[src/rtl/bankdec_pkg.sv]
package bankdec_pkg;
  typedef enum logic [2:0] {
    MACH_GPCS  = 3'b000,
    MACH_SDRAM = 3'b001,
    MACH_UPA   = 3'b010,
    MACH_UPB   = 3'b011,
    MACH_UPC   = 3'b100
  } mach_e;

  localparam int OPT_BUS_BIT   = 3;
  localparam int BASE_VLD_BIT  = 0;
  localparam int MACH_W        = 3;
endpackage

[src/rtl/bankdec_regs.sv]
module bankdec_regs
  import bankdec_pkg::*;
#(
  parameter int NUM_BANKS = 12,
  parameter int ADDR_W    = 32,
  parameter int TAG_W     = 17,
  parameter int IDX_W     = 4
) (
  input  logic                               clk,
  input  logic                               rst_n,
  input  logic                               wr_en,
  input  logic                               wr_opt,
  input  logic [IDX_W-1:0]                   wr_bank,
  input  logic [ADDR_W-1:0]                  wr_data,
  output logic [NUM_BANKS-1:0][TAG_W-1:0]    base_tag,
  output logic [NUM_BANKS-1:0][TAG_W-1:0]    mask_tag,
  output logic [NUM_BANKS-1:0]               valid,
  output logic [NUM_BANKS-1:0]               bus_sel,
  output logic [NUM_BANKS-1:0][MACH_W-1:0]   mach
);
  localparam int LOW_W = ADDR_W - TAG_W;

  logic unused_wr_bits;
  assign unused_wr_bits = ^wr_data[LOW_W-1:OPT_BUS_BIT+1];

  for (genvar b = 0; b < NUM_BANKS; b++) begin : g_bank
    logic sel;
    assign sel = wr_en && (wr_bank == IDX_W'(b));

    always_ff @(posedge clk or negedge rst_n) begin
      if (!rst_n) begin
        base_tag[b] <= '0;
        mask_tag[b] <= '0;
        valid[b]    <= 1'b0;
        bus_sel[b]  <= 1'b0;
        mach[b]     <= '0;
      end else if (sel && !wr_opt) begin
        base_tag[b] <= wr_data[ADDR_W-1 -: TAG_W];
        valid[b]    <= wr_data[BASE_VLD_BIT];
      end else if (sel && wr_opt) begin
        mask_tag[b] <= wr_data[ADDR_W-1 -: TAG_W];
        bus_sel[b]  <= wr_data[OPT_BUS_BIT];
        mach[b]     <= wr_data[MACH_W-1:0];
      end
    end
  end
endmodule

[src/rtl/bankdec_match.sv]
module bankdec_match #(
  parameter int NUM_BANKS = 12,
  parameter int TAG_W     = 17
) (
  input  logic [TAG_W-1:0]                   addr_tag,
  input  logic                               bus,
  input  logic [NUM_BANKS-1:0][TAG_W-1:0]    base_tag,
  input  logic [NUM_BANKS-1:0][TAG_W-1:0]    mask_tag,
  input  logic [NUM_BANKS-1:0]               valid,
  input  logic [NUM_BANKS-1:0]               bus_sel,
  output logic [NUM_BANKS-1:0]               match
);
  for (genvar b = 0; b < NUM_BANKS; b++) begin : g_cmp
    assign match[b] = valid[b] && (bus_sel[b] == bus) &&
                      (((addr_tag ^ base_tag[b]) & mask_tag[b]) == '0);
  end
endmodule

[src/rtl/bankdec_prio.sv]
module bankdec_prio #(
  parameter int NUM_BANKS = 12,
  parameter int IDX_W     = 4
) (
  input  logic [NUM_BANKS-1:0] req,
  output logic                 found,
  output logic [IDX_W-1:0]     idx,
  output logic [NUM_BANKS-1:0] onehot
);
  always_comb begin
    idx    = '0;
    onehot = '0;
    for (int i = NUM_BANKS - 1; i >= 0; i--) begin
      if (req[i]) begin
        idx    = IDX_W'(i);
        onehot = NUM_BANKS'(1) << i;
      end
    end
  end
  assign found = |req;
endmodule

[src/rtl/bank_decoder.sv]
module bank_decoder
  import bankdec_pkg::*;
#(
  parameter int NUM_BANKS = 12,
  parameter int ADDR_W    = 32,
  parameter int TAG_W     = 17,
  parameter int IDX_W     = (NUM_BANKS > 1) ? $clog2(NUM_BANKS) : 1
) (
  input  logic                 clk,
  input  logic                 rst_n,
  input  logic                 wr_en,
  input  logic                 wr_opt,
  input  logic [IDX_W-1:0]     wr_bank,
  input  logic [ADDR_W-1:0]    wr_data,
  input  logic                 req_valid,
  output logic                 req_ready,
  input  logic [ADDR_W-1:0]    req_addr,
  input  logic                 req_bus,
  input  logic                 done_i,
  output logic [NUM_BANKS-1:0] cs_o,
  output logic                 hit_o,
  output logic [MACH_W-1:0]    mach_o,
  output logic [IDX_W-1:0]     bank_o
);
  localparam int LOW_W = ADDR_W - TAG_W;

  logic [NUM_BANKS-1:0][TAG_W-1:0]  base_tag, mask_tag;
  logic [NUM_BANKS-1:0]             valid, bus_sel, match, onehot;
  logic [NUM_BANKS-1:0][MACH_W-1:0] mach;
  logic                             found, busy;
  logic [IDX_W-1:0]                 idx;
  logic [MACH_W-1:0]                mach_sel;
  logic                             unused_addr_low;

  assign unused_addr_low = ^req_addr[LOW_W-1:0];

  bankdec_regs #(.NUM_BANKS(NUM_BANKS), .ADDR_W(ADDR_W), .TAG_W(TAG_W), .IDX_W(IDX_W)) u_regs (
    .clk(clk), .rst_n(rst_n), .wr_en(wr_en), .wr_opt(wr_opt), .wr_bank(wr_bank),
    .wr_data(wr_data), .base_tag(base_tag), .mask_tag(mask_tag), .valid(valid),
    .bus_sel(bus_sel), .mach(mach)
  );

  bankdec_match #(.NUM_BANKS(NUM_BANKS), .TAG_W(TAG_W)) u_match (
    .addr_tag(req_addr[ADDR_W-1 -: TAG_W]), .bus(req_bus), .base_tag(base_tag),
    .mask_tag(mask_tag), .valid(valid), .bus_sel(bus_sel), .match(match)
  );

  bankdec_prio #(.NUM_BANKS(NUM_BANKS), .IDX_W(IDX_W)) u_prio (
    .req(match), .found(found), .idx(idx), .onehot(onehot)
  );

  always_comb begin
    mach_sel = '0;
    for (int b = 0; b < NUM_BANKS; b++) begin
      mach_sel |= mach[b] & {MACH_W{onehot[b]}};
    end
  end

  assign req_ready = !busy;

  always_ff @(posedge clk or negedge rst_n) begin
    if (!rst_n) begin
      busy   <= 1'b0;
      cs_o   <= '0;
      hit_o  <= 1'b0;
      mach_o <= '0;
      bank_o <= '0;
    end else if (busy && done_i) begin
      busy   <= 1'b0;
      cs_o   <= '0;
      hit_o  <= 1'b0;
      mach_o <= '0;
      bank_o <= '0;
    end else if (req_valid && !busy) begin
      busy   <= 1'b1;
      cs_o   <= onehot;
      hit_o  <= found;
      mach_o <= mach_sel;
      bank_o <= idx;
    end
  end
endmodule

[config.mk]
export PLATFORM = sky130hd
export DESIGN_NAME = bank_decoder
export DESIGN_NICKNAME = d
export VERILOG_FILES = /design/src/rtl/bankdec_pkg.sv /design/src/rtl/bankdec_regs.sv /design/src/rtl/bankdec_match.sv /design/src/rtl/bankdec_prio.sv /design/src/rtl/bank_decoder.sv
export SDC_FILE = /design/constraint.sdc
export NUM_CORES = 1
export LEC_CHECK = 0
export BUFFER_PORTS_ARGS = -buffer_cell sky130_fd_sc_hd__buf_2
export CAP_MARGIN = 20
export CORE_ASPECT_RATIO = 1.5
export CORE_UTILIZATION = 37
export DETAILED_ROUTE_END_ITERATION = 7
export SLEW_MARGIN = 20
export SYNTH_ARGS = -nofsm -noshare
export SYNTH_HDL_FRONTEND = slang
export SYNTH_SLANG_ARGS = --single-unit
[constraint.sdc]
create_clock -name clk -period 1.9 [get_ports clk]
set_input_delay 0 -clock clk [delete_from_list [all_inputs] [get_ports clk]]
set_output_delay 0 -clock clk [all_outputs]
set_load 0.05 [all_outputs]
Word-level counts from Yosys, hierarchy flattened

Index checks and enable logic that the tools add are counted.

Register bits: 489
Input bits: 75
Output and inout bits: 21
Word-level logic and storage cells: 272

Equal/unequal tests: 23
Multiplexer cells: 34
Bitwise operators: 59
Reduce and logical (&&, ||, !) cells: 91

Operator list:

| kind               | number |
|---|---|
| $and 17x17->17     | 12 |
| $logic_not 17->1   | 12 |
| $xor 17x17->17     | 12 |
| $mux 12            | 14 |
| $logic_and 1x1->1  | 62 |
| $mux 4             | 14 |
| $and 3x3->3        | 12 |
| $or 3x3->3         | 11 |
| $reduce_and 2->1   | 12 |
| $eq 4x3->1 const B | 4 |
| $eq 4x4->1 const B | 4 |
| $eq 1x1->1         | 12 |
| $not 1->1          | 12 |
| $reduce_or 12->1   | 1 |
| $eq 4x2->1 const B | 2 |
| $mux 3             | 2 |
| $eq 4x1->1 const B | 1 |
| $logic_not 4->1    | 1 |
| $mux 1             | 4 |
| $logic_not 1->1    | 2 |
| $reduce_bool 2->1  | 1 |

Depth between registers and ports, before layout

Gate-level depths: netlist (run 1).

Word-level depth: 30
Mapped depth: 10
Depth with buffers taken out: 8

Hierarchy

A second synthesis (run 1) with hierarchy kept.

Cell total of the unflattened synthesis: 1,522
Area total of the unflattened synthesis: 21,848.5 um^2

Modules (own cells, without submodules):

| module        | instances | cells each | area each (um^2) | sequential area each (um^2) |
|---|---|---|---|---|
| bankdec_regs  | 1         | 1,050      | 17,590.6         | 11,711.2 |
| bankdec_match | 1         | 366        | 3,120.5          | 0.0 |
| bank_decoder  | 1         | 70         | 915.9            | 525.5 |
| bankdec_prio  | 1         | 36         | 221.5            | 0.0 |

Worst setup path before layout (run 1)

Ideal clock, no wire load.

Path type: reg-to-reg
Start point: register u_regs.base_tag[139] (netlist bit)
End point: register mach_o[1]
Library setup time: 133 ps
Arrival: 1,958 ps
Data required time: 1,767 ps
Slack: -191 ps
Stages on the path, launching flop included: 10
Clock period less this slack: 2,091 ps
Cells stage by stage: dfrtp_1 > xor2_1 > a22oi_1 > nand4_1 > or4_1 > clkbuf_1 > and3_1 > o2111ai_1 > o2111a_1 > a32oi_1

Word-level cells in the longest chain between the ends: 27

Ends and longest elaborated chain:

| item                             | RTL line            | source |
|---|---|---|
| start: declaration               | bankdec_regs.sv:15  | `output logic [NUM_BANKS-1:0][TAG_W-1:0] base_tag,` |
| start signal: indexed assignment | bankdec_regs.sv:38  | `base_tag[b] <= wr_data[ADDR_W-1 -: TAG_W];` |
| $xor 17x17->17 (*)               | bankdec_match.sv:15 | `(((addr_tag ^ base_tag[b]) & mask_tag[b]) == '0);` |
| $and 17x17->17 (*)               | bankdec_match.sv:15 |  |
| $logic_not 17->1 (*)             | bankdec_match.sv:15 |  |
| $logic_and 1x1->1 (*)            | bankdec_match.sv:14 | `assign match[b] = valid[b] && (bus_sel[b] == bus) &&` |
| $mux 12 (*) (9 in series)        | bankdec_prio.sv:14  | `if (req[i]) begin` |
| $and 3x3->3                      | bank_decoder.sv:55  | `mach_sel \|= mach[b] & {MACH_W{onehot[b]}};` |
| $or 3x3->3 (10 in series)        | bank_decoder.sv:55  |  |
| $or 3x3->3 (*)                   | bank_decoder.sv:55  |  |
| $mux 3 (*)                       | bank_decoder.sv:74  | `end else if (req_valid && !busy) begin` |
| $mux 3 (*)                       | bank_decoder.sv:68  | `end else if (busy && done_i) begin` |
| end signal: assignment           | bank_decoder.sv:78  | `mach_o <= mach_sel;` |
| end: declaration                 | bank_decoder.sv:22  | `output logic [MACH_W-1:0] mach_o,` |

Every way passes the cells marked *; elsewhere a longest branch is shown, timed or not. The select of a mux whose other input is x is not followed.
A chain may end at the register's enable or synchronous reset.

Worst setup path after layout (run 1)

Start point: register u_regs.bus_sel[5]
End point: register mach_o[1]

Word-level cells in the longest chain between the ends: 23

Ends and longest elaborated chain:

| item                                | RTL line            | source |
|---|---|---|
| start: declaration                  | bankdec_regs.sv:18  | `output logic [NUM_BANKS-1:0] bus_sel,` |
| start signal: indexed assignment    | bankdec_regs.sv:42  | `bus_sel[b] <= wr_data[OPT_BUS_BIT];` |
| $eq 1x1->1 (*)                      | bankdec_match.sv:14 |  |
| $logic_and 1x1->1 (*) (2 in series) | bankdec_match.sv:14 |  |
| $mux 12 (*) (6 in series)           | bankdec_prio.sv:14  |  |
| $and 3x3->3                         | bank_decoder.sv:55  |  |
| $or 3x3->3 (10 in series)           | bank_decoder.sv:55  |  |
| $or 3x3->3 (*)                      | bank_decoder.sv:55  |  |
| $mux 3 (*)                          | bank_decoder.sv:74  |  |
| $mux 3 (*)                          | bank_decoder.sv:68  |  |

Marked as above.

==> results.toml, run 1 <==
[route]
drc_errors = 0
top_layer = "met4"
routed_via_density = 5.27
wire_per_inst_um = 23.7
wl_met2_um = 32300
postRouteAntennaNets = 0
first_pass_iters = 4
met3_wirelength_um = 1590
drtIter0Drc = 725
vias = 13706
met1Wirelength_um = 25600
wl_um = 61600

[logic_synthesis]
synth.distinct_cells = 56
synth_area_sq_mm = 0.0221
yosys_warnings = 0
syn_nets = 1691
netlist_instances = 1616
synth-edff-count = 0
ys_seq_elements = 489
postSynthAreaPerCell_sq_um = 13.7
synth_ff_type = "dfrtp_1"
synthArstFlopShare_pct = 100
ys_seq_area_share_pct = 55.4

[cts]
cts_buffers = 46
tritoncts = "done"
clk-insertion-delay-late_ps = 560
clk_path_buf_depth = 3
cts-root-buf = "clkbuf_16"
clk_pin_slew_ps = 60
htreeDepth = 2
clkSinkCount = 489

[timing]
rsz0062_at_grt = "true"
fin_skew_ps = 10.5
finalWorstSetupSlack_ps = -437
timing.final.crit_share_pct = 123
drv_slew = 0
setup_violations = 19
tightest_slew_ps = 845
clock.fmax_mhz = 428
hold_viol = 0
slew_headroom_pct = 43.6
finalCriticalPeriod_ps = 2340
whs_ps = 32.9

[worst_setup_path]
cp-end-kind = "flop"
start_kind = "flop"
crit_buf_inv = 4
required_ps = 2330
crit_family = "buffers and inverters"
crit_path_max_fanout = 5
arrival_ps = 2770
crit_path_frequent_cell = "buf_4"
path_class = "flop to flop"
crit_slowest_cell = "dfrtp_1"
worstPathCellList = "xor2_1, a211oi_2, nand3_2, nor4_4, buf_4, buf_6, nor4_4, buf_4, buf_4, nand3_1, o2111a_1, a32oi_1"
max_stage_delay_ps = 400

[final_layout]
stdcell_count = 2601
antenna_cells = 0
layout-drive-gt1-share_pct = 45.8
area_delta_synth_final_pct = 20.3
nNetsFinal = 1866
mostFrequentLayoutCell = "dfrtp_1"
most-common-layout-cells = "dfrtp_1, mux2_2, xor2_1"

[pwr]
power.share.switching_pct = 27.9
comb_power_share_pct = 20.5
power_frac_clock_pct = 31.9
seq_power_share_pct = 47.5
power_density_mw_per_mm2 = 1080
power.internal_mw = 20.6
irDropWorstVdd_mv = 0.587
p_leak_nw = 12.3
switching_power_mw = 7.99

[floorplanning]
dieArea_sq_mm = 0.0607
ios = 96
fp.dieW_um = 201
die_h_um = 301
rows = 109
start_util_pct = 37.5
core_area_sq_mm = 0.0589

[grt]
grt_antenna_before_repair = 0
grt_use_total_pct = 20.7
grt_pass1_wl_um = 94000
grt_max_degree = 65
grt_pass1_vias = 14782
grt_overflow = 0

[place]
dp.cells = 2502
portBuffers = 69
post-dp-hpwl_um = 40400
gp_congestion = 0.889

[job]
maxCapViolCount = 0

[outcome]
status = "finished with violations"
violations = "setup timing"

[worst_hold_path]
hold_class = "input pin to flop"
-- final cells by class --
type                       count  area (sq um)
clock buffer                  71          1360
clock inverter                10           108
fill                        5391         32400
inverter                      17          63.8
multi-input combinational   1008          9670
sequential                   489         12200
tap                          777           972
timing repair buffer         229          2140
-- state kept, by name (all words and copies together), names as in the netlist --
name	flops
mach_o	3
busy	1
u_regs.mach	36
cs_o	12
u_regs.base_tag	204
u_regs.valid	12
u_regs.mask_tag	204
bank_o	4
hit_o	1
u_regs.bus_sel	12
-- kinds of logic after synthesis --
kind of cell | synth area share (%)
buffers and inverters | 2.57
xor gates and xnor gates | 8.57
DFF | 55.4
AOI/OAI and AO/OA | 5.50
and+or+nand+nor | 4.32
muxes | 23.6
-- metrics by stage --
| step | setup TNS, ps | power (mW) | utilization (%) | setup WS, ps | area, sq um |
|---|---|---|---|---|---|
| detailed placement | -11960 | 19.3 | 41.6 | -876 | 24500 |
| finish | -4630 | 28.6 | 45.1 | -437 | 26600 |
| CTS | -4170 | 28.8 | 44.8 | -403 | 26400 |
| global placement | -12330 | 19.0 | 41.6 | -904 | 24500 |
| floorplan | -833 | 17.2 | - | -169 | 22100 |
| global route | -6200 | 30.0 | 45.1 | -532 | 26600 |
-- final timing paths --
kind	end	slack (ps)	from	depth (start not counted)
max	mach_o[1]	-440	u_regs.bus_sel[5]	12
max in group asynchronous	u_regs.base_tag[133]	1340	rst_n	3
min	u_regs.valid[7]	30	wr_data[0]	3
max reg2reg	mach_o[1]	-440	u_regs.bus_sel[5]	12
min reg2reg	cs_o[6]	500	cs_o[6]	2
min in group asynchronous	u_regs.mask_tag[13]	170	rst_n	3
-- Yosys cell counts (3+ instances only) --
library cell / n / area share (%)
nor3_2: 5 / 0.23
or2_0: 3 / 0.085
buf_4: 7 / 0.24
nor4_1: 4 / 0.11
o2111ai_1: 3 / 0.12
nand2b_1: 3 / 0.085
and4_1: 3 / 0.12
nand3_1: 13 / 0.29
buf_2: 4 / 0.091
a21oi_1: 3 / 0.068
nor2_1: 20 / 0.34
nand2_1: 70 / 1.2
and2_1: 5 / 0.14
and3b_1: 3 / 0.12
and3_1: 4 / 0.11
a221oi_1: 11 / 0.44
mux2_2: 463 / 24
a311oi_1: 3 / 0.12
a22o_1: 25 / 0.99
clkbuf_1: 67 / 1.1
o31ai_1: 3 / 0.10
nor2b_1: 6 / 0.17
xnor2_1: 4 / 0.16
nor3_1: 3 / 0.068
a22oi_1: 70 / 2.4
o21ai_0: 11 / 0.25
nand4_1: 15 / 0.43
xor2_1: 212 / 8.4
a211oi_1: 8 / 0.27
buf_1: 12 / 0.20
inv_1: 17 / 0.29
o2111a_1: 3 / 0.15
nand3b_1: 3 / 0.10
a2111oi_0: 3 / 0.12
dfrtp_1: 489 / 55
buf_6: 12 / 0.61
-- routing by layer --
layer	track usage (%)	vias up
met5	0	-
met4	7.34	0
li1	-	6084
met3	1.99	101
met1	25.9	7302
met2	37.1	219
-- worst min-delay path, delay by kind of cell --
kind,cells,cell delay [ps]
AO/OA/AOI/OAI,1,70
AND/OR/NAND/NOR,1,130
buffers and inverters,1,320
-- what timing repair did --
| action | in CTS | in global routing |
|---|---|---|
| endpoints found under the setup margin | 19 | 20 |
| endpoints found under the hold margin | 522 | 0 |
| gates resized for setup | 68 | 32 |
| setup buffers | 10 | 5 |
| pin swaps | 32 | 33 |
| hold buffers | 7 | 0 |
-- power groups by stage --
stage               combinational, mW  clock [mW]  sequential, mW
finish                           5.88        9.14            13.6
global route                     6.38        9.79            13.9
CTS                              5.81        9.38            13.6
detailed placement               5.52           0            13.8
global placement                 5.38           0            13.6
floorplan                        3.55           0            13.6
(Power assumes the default switching activity.)
==> run 2: changes to the inputs <==
--- a/config.mk
+++ b/config.mk
@@ -11,4 +11,5 @@
 export CORE_UTILIZATION = 37
 export DETAILED_ROUTE_END_ITERATION = 7
+export SETUP_SLACK_MARGIN = 0.15
 export SLEW_MARGIN = 20
 export SYNTH_ARGS = -nofsm -noshare
==> constraint.sdc (replaced) <==
create_clock -name clk -period 1.9 [get_ports clk]
set_input_delay 0 -clock clk [delete_from_list [all_inputs] [get_ports clk]]
set_output_delay 0 -clock clk [all_outputs]
set_load 0.005 [all_outputs]
==> results.toml, run 2 (synthesized netlist as in run 1, its figures left out) <==
[cts]
htreeDepth = 2
cts_buffers = 47
clk_pin_slew_ps = 70
clk-insertion-delay-late_ps = 560
tritoncts = "done"
clkSinkCount = 489
cts-root-buf = "clkbuf_16"
clk_path_buf_depth = 3

[job]
maxCapViolCount = 0

[floorplanning]
rows = 109
die_h_um = 301
dieArea_sq_mm = 0.0607
fp.dieW_um = 201
core_area_sq_mm = 0.0589
ios = 96
start_util_pct = 37.5

[timing]
slew_headroom_pct = 43.2
finalWorstSetupSlack_ps = -514
finalCriticalPeriod_ps = 2410
clock.fmax_mhz = 414
whs_ps = 38.6
tightest_slew_ps = 852
setup_violations = 19
fin_skew_ps = 13.3
timing.final.crit_share_pct = 127
drv_slew = 0
hold_viol = 0
rsz0062_at_grt = "true"

[worst_setup_path]
crit_slowest_cell = "nor4_4"
arrival_ps = 2880
crit_path_max_fanout = 7
crit_buf_inv = 2
required_ps = 2370
start_kind = "flop"
cp-end-kind = "flop"
path_class = "flop to flop"
worstPathCellList = "xor2_1, a22oi_2, nand3_2, nor3_4, buf_12, buf_8, nor4_4, nand4_1, or2_0, a32oi_1"
max_stage_delay_ps = 410
crit_family = "simple AND/OR/NAND/NOR gates"

[route]
drtIter0Drc = 839
routed_via_density = 5.30
postRouteAntennaNets = 0
wire_per_inst_um = 23.6
drc_errors = 0
wl_um = 61900
vias = 13913
first_pass_iters = 6

[pwr]
irDropWorstVdd_mv = 0.677
p_leak_nw = 12.5
finalPower_mw = 29.5
power_density_mw_per_mm2 = 1090

[final_layout]
nNetsFinal = 1886
seq_area_sq_mm = 0.0122
mostFrequentLayoutCell = "dfrtp_1"
fillerInstances = 5274
stdcell_count = 2624
biggestRegsByFlops = "u_regs.base_tag: 204 flops, u_regs.mask_tag: 204 flops, u_regs.mach: 36 flops"
most-common-layout-cells = "dfrtp_1, mux2_2, xor2_1"
area_delta_synth_final_pct = 22.1
multi_input_area_sq_mm = 0.00966
layout-drive-gt1-share_pct = 46.6

[grt]
grt_use_total_pct = 20.8
grt_overflow = 0
grt_pass1_vias = 14824
grt_antenna_before_repair = 0
grt_max_degree = 76
grt_pass1_wl_um = 94400

[place]
dp.cells = 2514
post-dp-hpwl_um = 41100
portBuffers = 69
gp_congestion = 0.932

[outcome]
status = "finished with violations"
violations = "setup timing"

[worst_hold_path]
hold_class = "input pin to flop"
## run 2: changes by cell type in the layout (fill, tap and decap cells not counted), moves of 3 or more
cell / previous run / this run
clkinv_2: 5 / 12
buf_6: 12 / 15
clkinvlp_4: 3 / 0
bufinv_16: 2 / 6
buf_12: 40 / 47
dlygate4sd3_1: 6 / 10
buf_4: 100 / 105
clkbuf_1: 17 / 6
clkbuf_8: 5 / 11
## run 2: path summary, 6_finish.rpt
path | from | end | slack, ps | cells after the start
min in group asynchronous | rst_n | u_regs.mask_tag[18] | 480 | 3
max in group asynchronous | rst_n | u_regs.base_tag[101] | 560 | 4
max reg2reg | u_regs.base_tag[77] | mach_o[1] | -510 | 10
min reg2reg | cs_o[9] | cs_o[9] | 490 | 2
min | wr_en | u_regs.base_tag[131] | 40 | 4
max | u_regs.base_tag[77] | mach_o[1] | -510 | 10
## run 2: tightest hold or removal path: cells and delay by family
family | cells | cell delay (ps)
buf+inv | 1 | 130
mux | 1 | 220
simple gates | 2 | 220
## run 2: cell type report
type                            count  area share (%)
Antenna cell                        1         0.00928
Clock buffer                       66            5.19
Clock inverter                     18           0.891
Inverter                           17           0.237
Multi-Input combinational cell   1008            35.8
Sequential cell                   489            45.4
Tap cell                          777            3.61
Timing Repair Buffer              248            8.84
## run 2: per-layer routing
metal  share of wire [%]  GRT usage (%)  up-vias
li1                    -              -     6137
met1                  41           25.5     7433
met2                  52           37.8      245
met3                 3.1           2.23       98
met4                 3.4           6.78        0
met5                   0              0        -
## run 2: where the power goes
| group | internal (mW) | switching [mW] | leakage [nW] |
|---|---|---|---|
| Combinational | 3.14 | 2.74 | 5.45 |
| Sequential | 12.4 | 1.21 | 6.26 |
| Clock | 5.93 | 4.01 | 0.822 |
| Total | 21.5 | 7.96 | 12.5 |
## run 2: metrics by stage
stage          area [sq um]  setup slack, ps  setup TNS [ps]  util, %
6_report              27000             -514           -6520     45.8
4_1_cts               26800             -447           -5610     45.4
3_3_place_gp          24700             -716          -11500     41.9
2_1_floorplan         22100             -169            -840        -
5_1_grt               27000             -641           -8400     45.8
3_5_place_dp          24700             -729          -11620     41.9
## run 2: timing repair
action / 4_1_cts / 5_1_grt
setup endpoints to repair: 20 / 20
setup buffers: 8 / 7
pin swaps: 55 / 39
cloned: 0 / 0
hold buffers: 10 / 0
hold endpoints to repair: 537 / 0
resized for setup: 65 / 29
